==> config.mk <==
export PLATFORM = sky130hd
export DESIGN_NAME = shadow_commit_top
export DESIGN_NICKNAME = d
export VERILOG_FILES = /design/src/rtl/shcommit_pkg.sv /design/src/rtl/commit_bank.sv /design/src/rtl/shadow_commit_top.sv
export SDC_FILE = /design/constraint.sdc
export NUM_CORES = 1
export LEC_CHECK = 0
export CAP_MARGIN = 20
export CORE_UTILIZATION = 49
export DETAILED_ROUTE_END_ITERATION = 16
export PLACE_DENSITY_LB_ADDON = 0.05
export SYNTH_ARGS = -nofsm -noshare
export SYNTH_HDL_FRONTEND = slang
export SYNTH_SLANG_ARGS = --single-unit
==> constraint.sdc <==
create_clock -name clk -period 2.05 [get_ports clk]
set_input_delay 0.41 -clock clk [delete_from_list [all_inputs] [get_ports clk]]
set_output_delay 0.41 -clock clk [all_outputs]
set_load 0.01 [all_outputs]
==> src/rtl/shcommit_pkg.sv <==
package shcommit_pkg;
  typedef enum logic [1:0] {
    RGN_SHADOW = 2'd0,
    RGN_ACTIVE = 2'd1,
    RGN_CTRL   = 2'd2,
    RGN_NONE   = 2'd3
  } region_e;
endpackage

==> src/rtl/commit_bank.sv <==
module commit_bank #(
  parameter int DW   = 32,
  parameter int NREG = 4,
  localparam int IW  = (NREG > 1) ? $clog2(NREG) : 1
) (
  input  logic               clk,
  input  logic               rst,
  input  logic               shd_we,
  input  logic [IW-1:0]      shd_idx,
  input  logic [DW-1:0]      wdata,
  input  logic               go_set,
  input  logic               vfp,
  output logic [NREG*DW-1:0] shd_q,
  output logic [NREG*DW-1:0] act_q,
  output logic               go_q,
  output logic               pend_q,
  output logic               done_q
);
  logic commit;
  assign commit = vfp & go_q;

  for (genvar r = 0; r < NREG; r++) begin : g_reg
    always_ff @(posedge clk) begin
      if (rst)
        shd_q[r*DW +: DW] <= '0;
      else if (shd_we && shd_idx == IW'(r))
        shd_q[r*DW +: DW] <= wdata;
    end

    always_ff @(posedge clk) begin
      if (rst)
        act_q[r*DW +: DW] <= '0;
      else if (commit)
        act_q[r*DW +: DW] <= shd_q[r*DW +: DW];
    end
  end

  always_ff @(posedge clk) begin
    if (rst) begin
      go_q   <= 1'b0;
      pend_q <= 1'b0;
      done_q <= 1'b0;
    end else begin
      go_q   <= (go_q & ~commit) | go_set;
      pend_q <= (pend_q & ~commit) | (shd_we & go_q);
      done_q <= commit;
    end
  end

  assert_copy_R3: assert property (@(posedge clk) disable iff (rst)
    (vfp && go_q) |=> (act_q == $past(shd_q)));

  assert_hold_R4: assert property (@(posedge clk) disable iff (rst)
    !(vfp && go_q) |=> $stable(act_q));

  assert_hw_clear_R5: assert property (@(posedge clk) disable iff (rst)
    $fell(go_q) |-> $past(vfp));

  assert_go_clears_R3: assert property (@(posedge clk) disable iff (rst)
    (vfp && go_q && !go_set) |=> !go_q);

  assert_done_R6: assert property (@(posedge clk) disable iff (rst)
    done_q |-> $past(vfp && go_q));

  assert_stale_R8: assert property (@(posedge clk) disable iff (rst)
    (shd_we && go_q) |=> pend_q);

  assert_rearm_R9: assert property (@(posedge clk) disable iff (rst)
    go_set |=> go_q);
endmodule

==> src/rtl/shadow_commit_top.sv <==
module shadow_commit_top
  import shcommit_pkg::*;
#(
  parameter int NOUT = 2,
  parameter int NREG = 4,
  parameter int DW   = 32,
  localparam int OW  = (NOUT > 1) ? $clog2(NOUT) : 1,
  localparam int IW  = (NREG > 1) ? $clog2(NREG) : 1,
  localparam int AW  = 2 + OW + IW
) (
  input  logic                    clk,
  input  logic                    rst,
  input  logic                    wr_en,
  input  logic [AW-1:0]           wr_addr,
  input  logic [DW-1:0]           wr_data,
  input  logic [AW-1:0]           rd_addr,
  output logic [DW-1:0]           rd_data,
  input  logic [NOUT-1:0]         vfp_start,
  output logic [NOUT*NREG*DW-1:0] act_data,
  output logic [NOUT-1:0]         done
);
  region_e       wr_rgn, rd_rgn;
  logic [OW-1:0] wr_out, rd_out;
  logic [IW-1:0] wr_idx, rd_idx;
  logic          wr_ctl0, rd_ctl0;

  assign wr_rgn  = region_e'(wr_addr[AW-1 -: 2]);
  assign wr_out  = wr_addr[IW +: OW];
  assign wr_idx  = wr_addr[IW-1:0];
  assign wr_ctl0 = (wr_addr[OW+IW-1:0] == '0);
  assign rd_rgn  = region_e'(rd_addr[AW-1 -: 2]);
  assign rd_out  = rd_addr[IW +: OW];
  assign rd_idx  = rd_addr[IW-1:0];
  assign rd_ctl0 = (rd_addr[OW+IW-1:0] == '0);

  logic [NREG*DW-1:0] shd_v [NOUT];
  logic [NREG*DW-1:0] act_v [NOUT];
  logic [NOUT-1:0]    go_v, pend_v;

  for (genvar o = 0; o < NOUT; o++) begin : g_out
    logic shd_we, go_set;
    assign shd_we = wr_en && (wr_rgn == RGN_SHADOW) && (wr_out == OW'(o));
    assign go_set = wr_en && (wr_rgn == RGN_CTRL) && wr_ctl0 && wr_data[o];

    commit_bank #(.DW(DW), .NREG(NREG)) u_bank (
      .clk     (clk),
      .rst     (rst),
      .shd_we  (shd_we),
      .shd_idx (wr_idx),
      .wdata   (wr_data),
      .go_set  (go_set),
      .vfp     (vfp_start[o]),
      .shd_q   (shd_v[o]),
      .act_q   (act_v[o]),
      .go_q    (go_v[o]),
      .pend_q  (pend_v[o]),
      .done_q  (done[o])
    );

    assign act_data[o*NREG*DW +: NREG*DW] = act_v[o];
  end

  logic [DW-1:0] rd_next;
  always_comb begin
    rd_next = '0;
    case (rd_rgn)
      RGN_SHADOW: begin
        for (int o = 0; o < NOUT; o++)
          if (rd_out == OW'(o)) rd_next = shd_v[o][rd_idx*DW +: DW];
      end
      RGN_ACTIVE: begin
        for (int o = 0; o < NOUT; o++)
          if (rd_out == OW'(o)) rd_next = act_v[o][rd_idx*DW +: DW];
      end
      RGN_CTRL: begin
        if (rd_ctl0) begin
          rd_next[NOUT-1:0]      = go_v;
          rd_next[2*NOUT-1:NOUT] = pend_v;
        end
      end
      default: rd_next = '0;
    endcase
  end

  always_ff @(posedge clk) begin
    if (rst) rd_data <= '0;
    else     rd_data <= rd_next;
  end

  assert_rd_reset_R1: assert property (@(posedge clk)
    rst |=> (rd_data == '0 && done == '0));
endmodule

## Word level (Yosys, flattened, before mapping)

Index checks and enable logic that the tools add are counted.

- Flip-flop bits (word level): 550
- Input bits: 47
- Output and inout bits: 290
- Word-level logic and storage cells: 73

- Equal/unequal tests: 6
- Shifts and indexed selects: 4
- Muxes and demuxes: 5
- Bitwise gates (word level): 15
- Reduce and logical (&&, ||, !) cells: 20

Operators with widths:

| operator | number |
|---|---|
| $shiftx 128x8->32 | 4 |
| $mux 32 | 2 |
| $pmux 28 s2 | 1 |
| $logic_and 1x1->1 | 15 |
| $pmux 4 s3 | 1 |
| $and 1x1->1 | 8 |
| $eq 2x2->1 const B | 4 |
| $logic_not 2->1 | 3 |
| $logic_not 3->1 | 2 |
| $eq 2x1->1 const B | 2 |
| $mux 4 | 1 |
| $or 1x1->1 | 4 |
| $not 1->1 | 3 |

## Depth between registers and ports, before layout

- Word-level depth: 5
- Gate-level depth with buffers: 8

## By module

From an unflattened synthesis, not the netlist that was laid out.

- Cell total of the unflattened synthesis: 2499
- Area total of the unflattened synthesis: 26032.5 um2

By module, submodules not included:

| module | instances | cells each | area each (um2) | seq. area each (um2) |
|---|---|---|---|---|
| commit_bank | 2 | 1050 | 10568.9 | 5185.0 |
| shadow_commit_top | 1 | 399 | 4894.7 | 640.6 |

## Worst setup path after synthesis

OpenSTA, ideal clock, no wires.

- Path kind: input -> register
- From: input port rd_addr[0]
- To: register rd_data[11]
- Setup time: 0.122 ns
- Arrival time: 1.919 ns
- Data required time: 1.928 ns
- Path slack: 0.009 ns
- Stages: 5
- Cell sequence: buf_2 buf_2 buf_2 mux4_2 a221o_1

- Longest elaborated chain between the ends: 3

RTL lines:

| element | RTL line | RTL |
|---|---|---|
| from (decl) | shadow_commit_top.sv:16 | `input logic [AW-1:0] rd_addr,` |
| $shiftx 128x8->32, on equally long branches | shadow_commit_top.sv:73, shadow_commit_top.sv:69 |  |
| $mux 32, on equally long branches | shadow_commit_top.sv:73, shadow_commit_top.sv:69 |  |
| $pmux 28 s2 * | shadow_commit_top.sv:66 | `case (rd_rgn)` |
| to (signal assigned) | shadow_commit_top.sv:87 | `else rd_data <= rd_next;` |
| to (decl) | shadow_commit_top.sv:17 | `output logic [DW-1:0] rd_data,` |

Every way passes the cells marked *; elsewhere a longest branch is shown, timed or not.
A chain may end at the register's enable or synchronous reset.

## Worst setup path after layout

- From: register g_out[1].u_bank.act_q[99]
- To: output port act_data[227]

RTL lines:

| element | RTL line | RTL |
|---|---|---|
| from (decl) | commit_bank.sv:14 | `output logic [NREG*DW-1:0] act_q,` |
| from (signal, indexed assignment) | commit_bank.sv:34 | `act_q[r*DW +: DW] <= shd_q[r*DW +: DW];` |
| to (decl) | shadow_commit_top.sv:19 | `output logic [NOUT*NREG*DW-1:0] act_data,` |

No word-level cell between the ends.

==> impl_metrics.env <==
export IMPL_drv_slew=0
export IMPL_status="finished clean"
export IMPL_die_w_um=218
export IMPL_die_y_um=218
export IMPL_coreArea_um2=45600
export IMPL_groute_usage_overall_pct=34.0
export IMPL_fin_ws_ps=12.9
export IMPL_via_per_inst=5.81
export IMPL_cp_slowest_stage_delay_ps=650
export IMPL_grt_max_degree=146
export IMPL_num_io_pins=337
export IMPL_netlist_instances=2689
export IMPL_h_tree_depth=2
export IMPL_num_vias=20800
export IMPL_power_density_nw_per_um2=760
export IMPL_vdd_ir_drop_max_v=0.000684
export IMPL_synth_ff_type="dfxtp_1"
export IMPL_finalCritPeriodShare_pct=99.4
export IMPL_slew_headroom_pct=51.7
export IMPL_row_count=78
export IMPL_grt_pass1_vias=20300
export IMPL_drc_errors=0
export IMPL_worst_path_buf_inv=1
export IMPL_hold_viol=0
export IMPL_postSynth_asyncResetShare_pct=0
export IMPL_clk_path_buf_depth=3
export IMPL_grt_pass1_wl_um=122000
export IMPL_crit_chain="clkdlybuf4s50_1"
export IMPL_worst_path_max_fanout=3
export IMPL_clk_pin_slew_ps=60
export IMPL_tightestPinTransition_ps=725
export IMPL_dr_first_iter_drc_count=1898
export IMPL_syn_cell_area_um2=22800
export IMPL_fin_skew_ps=11.5
export IMPL_antenna_found_initial=1
export IMPL_crit_path_start_kind="flip-flop"
export IMPL_synth_fa_ha_area_share_pct=0
export IMPL_cts_sinks=550
export IMPL_yosysSeqAreaShare_pct=48.4
export IMPL_hp_class="primary input to flip-flop"
export IMPL_fmax_ghz=0.491
export IMPL_path_class="flip-flop to output port"
export IMPL_layout_nets=2990
export IMPL_ant_nets=0
export IMPL_yosys_area_share_simple_pct=18.9
export IMPL_crit_path_top_delay_cell="clkdlybuf4s50_1"
export IMPL_syn_area_per_cell_um2=8.46
export IMPL_final_area_um2=29100
export IMPL_layout_drive_gt1_share_pct=10.6
export IMPL_required_ps=1640
export IMPL_overflow=0
export IMPL_place_gp_congestion=0.933
export IMPL_period_minus_slack_ps=2040
export IMPL_synth_mux_area_share_pct=12.5
export IMPL_start_util_pct=49.9
export IMPL_postCtsSetupBuffers=0
export IMPL_dp_hpwl_um=56000
export IMPL_end_kind="output port"
export IMPL_cts_buffers=56
export IMPL_ys_seq_elements=550
export IMPL_insertion_delay_ps=620
export IMPL_arrival_ps=1630
export IMPL_cts_tree="built"
export IMPL_dpl_cell_area_um2=27200
export IMPL_synth_cell_type_count=27
export IMPL_area_growth_pct=27.7
export IMPL_syn_nets=2736
export IMPL_wire_per_inst_um=22.7
export IMPL_drtPass1Iterations=6
export IMPL_synth_warnings=0
export IMPL_synth_edf_count=0
export IMPL_dp_slack_ps=-321
export IMPL_max_cap_violations=0
export IMPL_synth_compound_area_share_pct=15.0
export IMPL_synth_top_family_by_area="simple AND/OR/NAND/NOR gates"
export IMPL_yosys_area_share_xor_xnor_pct=0
export IMPL_finalWirelength_um=81500
export IMPL_setup_viol=0
export IMPL_power_leakage_uw=0.0100
export IMPL_io_buffer_count=336
export IMPL_root_buffer="clkbuf_16"
export IMPL_die_area_um2=47300
export IMPL_cp_top_family="buffers and inverters"
-- power breakdown --
part / total (uW) / internal (uW) / switching, uW
Combinational: 1200 / 454 / 742
Clock: 10100 / 5860 / 4250
Sequential: 10800 / 10700 / 37.9
Total: 22100 / 17100 / 5030
-- path summary, 6_finish.rpt --
path / cells after the start / end / slack (ps) / start
worst max-delay path: 1 / act_data[227] / 10 / g_out[1].u_bank.act_q[99]
worst min-delay path: 3 / g_out[0].u_bank.act_q[5] / 200 / rst
worst max register to register: 3 / rd_data[20] / 470 / g_out[0].u_bank.shd_q[116]
worst min register to register: 2 / g_out[0].u_bank.act_q[112] / 460 / g_out[0].u_bank.shd_q[112]
-- state kept, by name, summed over array words and instances (netlist names) --
name and flops:
g_out.u_bank.pend_q 2, g_out.u_bank.done_q 2, rd_data 32, g_out.u_bank.act_q 256, g_out.u_bank.go_q 2, g_out.u_bank.shd_q 256
-- cell usage after synthesis, types with 2 or more instances --
cell         n  area share [%]
nor2_1       9            0.15
mux2_2       4            0.20
a22o_1      28             1.1
buf_1        5           0.082
and3_1      34            0.93
clkbuf_1   163             2.7
mux4_2      92             9.1
and2_0       3           0.082
a22oi_1     38             1.3
buf_2       52             1.1
nand3_1      2           0.044
a21oi_1    514              11
a221o_1     32             1.4
and2_1       6            0.16
mux2i_1     72             3.2
nor3_1       2           0.044
buf_4       36             1.2
nor2b_1      7            0.19
dfxtp_1    550              48
buf_6        2           0.099
nand2_1   1032              17
-- per-layer routing --
metal | share of wire [%] | global-route usage (%) | wire [um] | vias up
met5 | 0 | 0 | 0 | -
met4 | 5.9 | 19.4 | 4850 | 0
met3 | 7.8 | 6.18 | 6390 | 166
met2 | 47 | 55.6 | 38600 | 947
met1 | 39 | 42.2 | 31600 | 10100
li1 | - | - | - | 9585
-- metrics by stage --
stage | std cells | util (%) | hold slack, ps | total power [uW] | TNS (ps)
2_1_floorplan | 2689 | - | 442 | 11700 | 0
3_3_place_gp | 3485 | 59.8 | 452 | 12200 | -37420
3_5_place_dp | 3485 | 59.8 | 459 | 12200 | -45270
4_1_cts | 3580 | 63.7 | 174 | 22200 | 0
5_1_grt | 3581 | 63.8 | 191 | 22700 | -17.0
6_report | 3582 | 63.8 | 199 | 22100 | 0
-- cell type report --
cell class / count / area [um2]
Tap cell: 600 / 751
Clock inverter: 14 / 153
Timing Repair Buffer: 454 / 4880
Fill cell: 3941 / 16500
Clock buffer: 81 / 1640
Multi-Input combinational cell: 1881 / 10600
Sequential cell: 550 / 11000
Antenna cell: 2 / 5.00
-- logic make-up after synthesis --
kind of cell,Yosys count
compound gates,612
buf+inv,258
flops,550
mux,168
simple gates,1101
-- what timing repair did --
| action | CTS | global route |
|---|---|---|
| hold buffers | 0 | 0 |
| resized for setup | 9 | 9 |
| setup endpoints to repair | 9 | 9 |
-- cells in the final DEF, fill, tap and decap left out, types with 32 or more instances in the layout --
cell / n
clkdlybuf4s50_1: 321
buf_4: 69
buf_12: 49
a22oi_1: 38
a221o_1: 32
a21oi_1: 514
and3_1: 34
mux2i_1: 72
mux4_2: 92
dfxtp_1: 543
clkbuf_16: 57
nand2_1: 1030
Note: power is estimated with default switching activity, not from simulation.
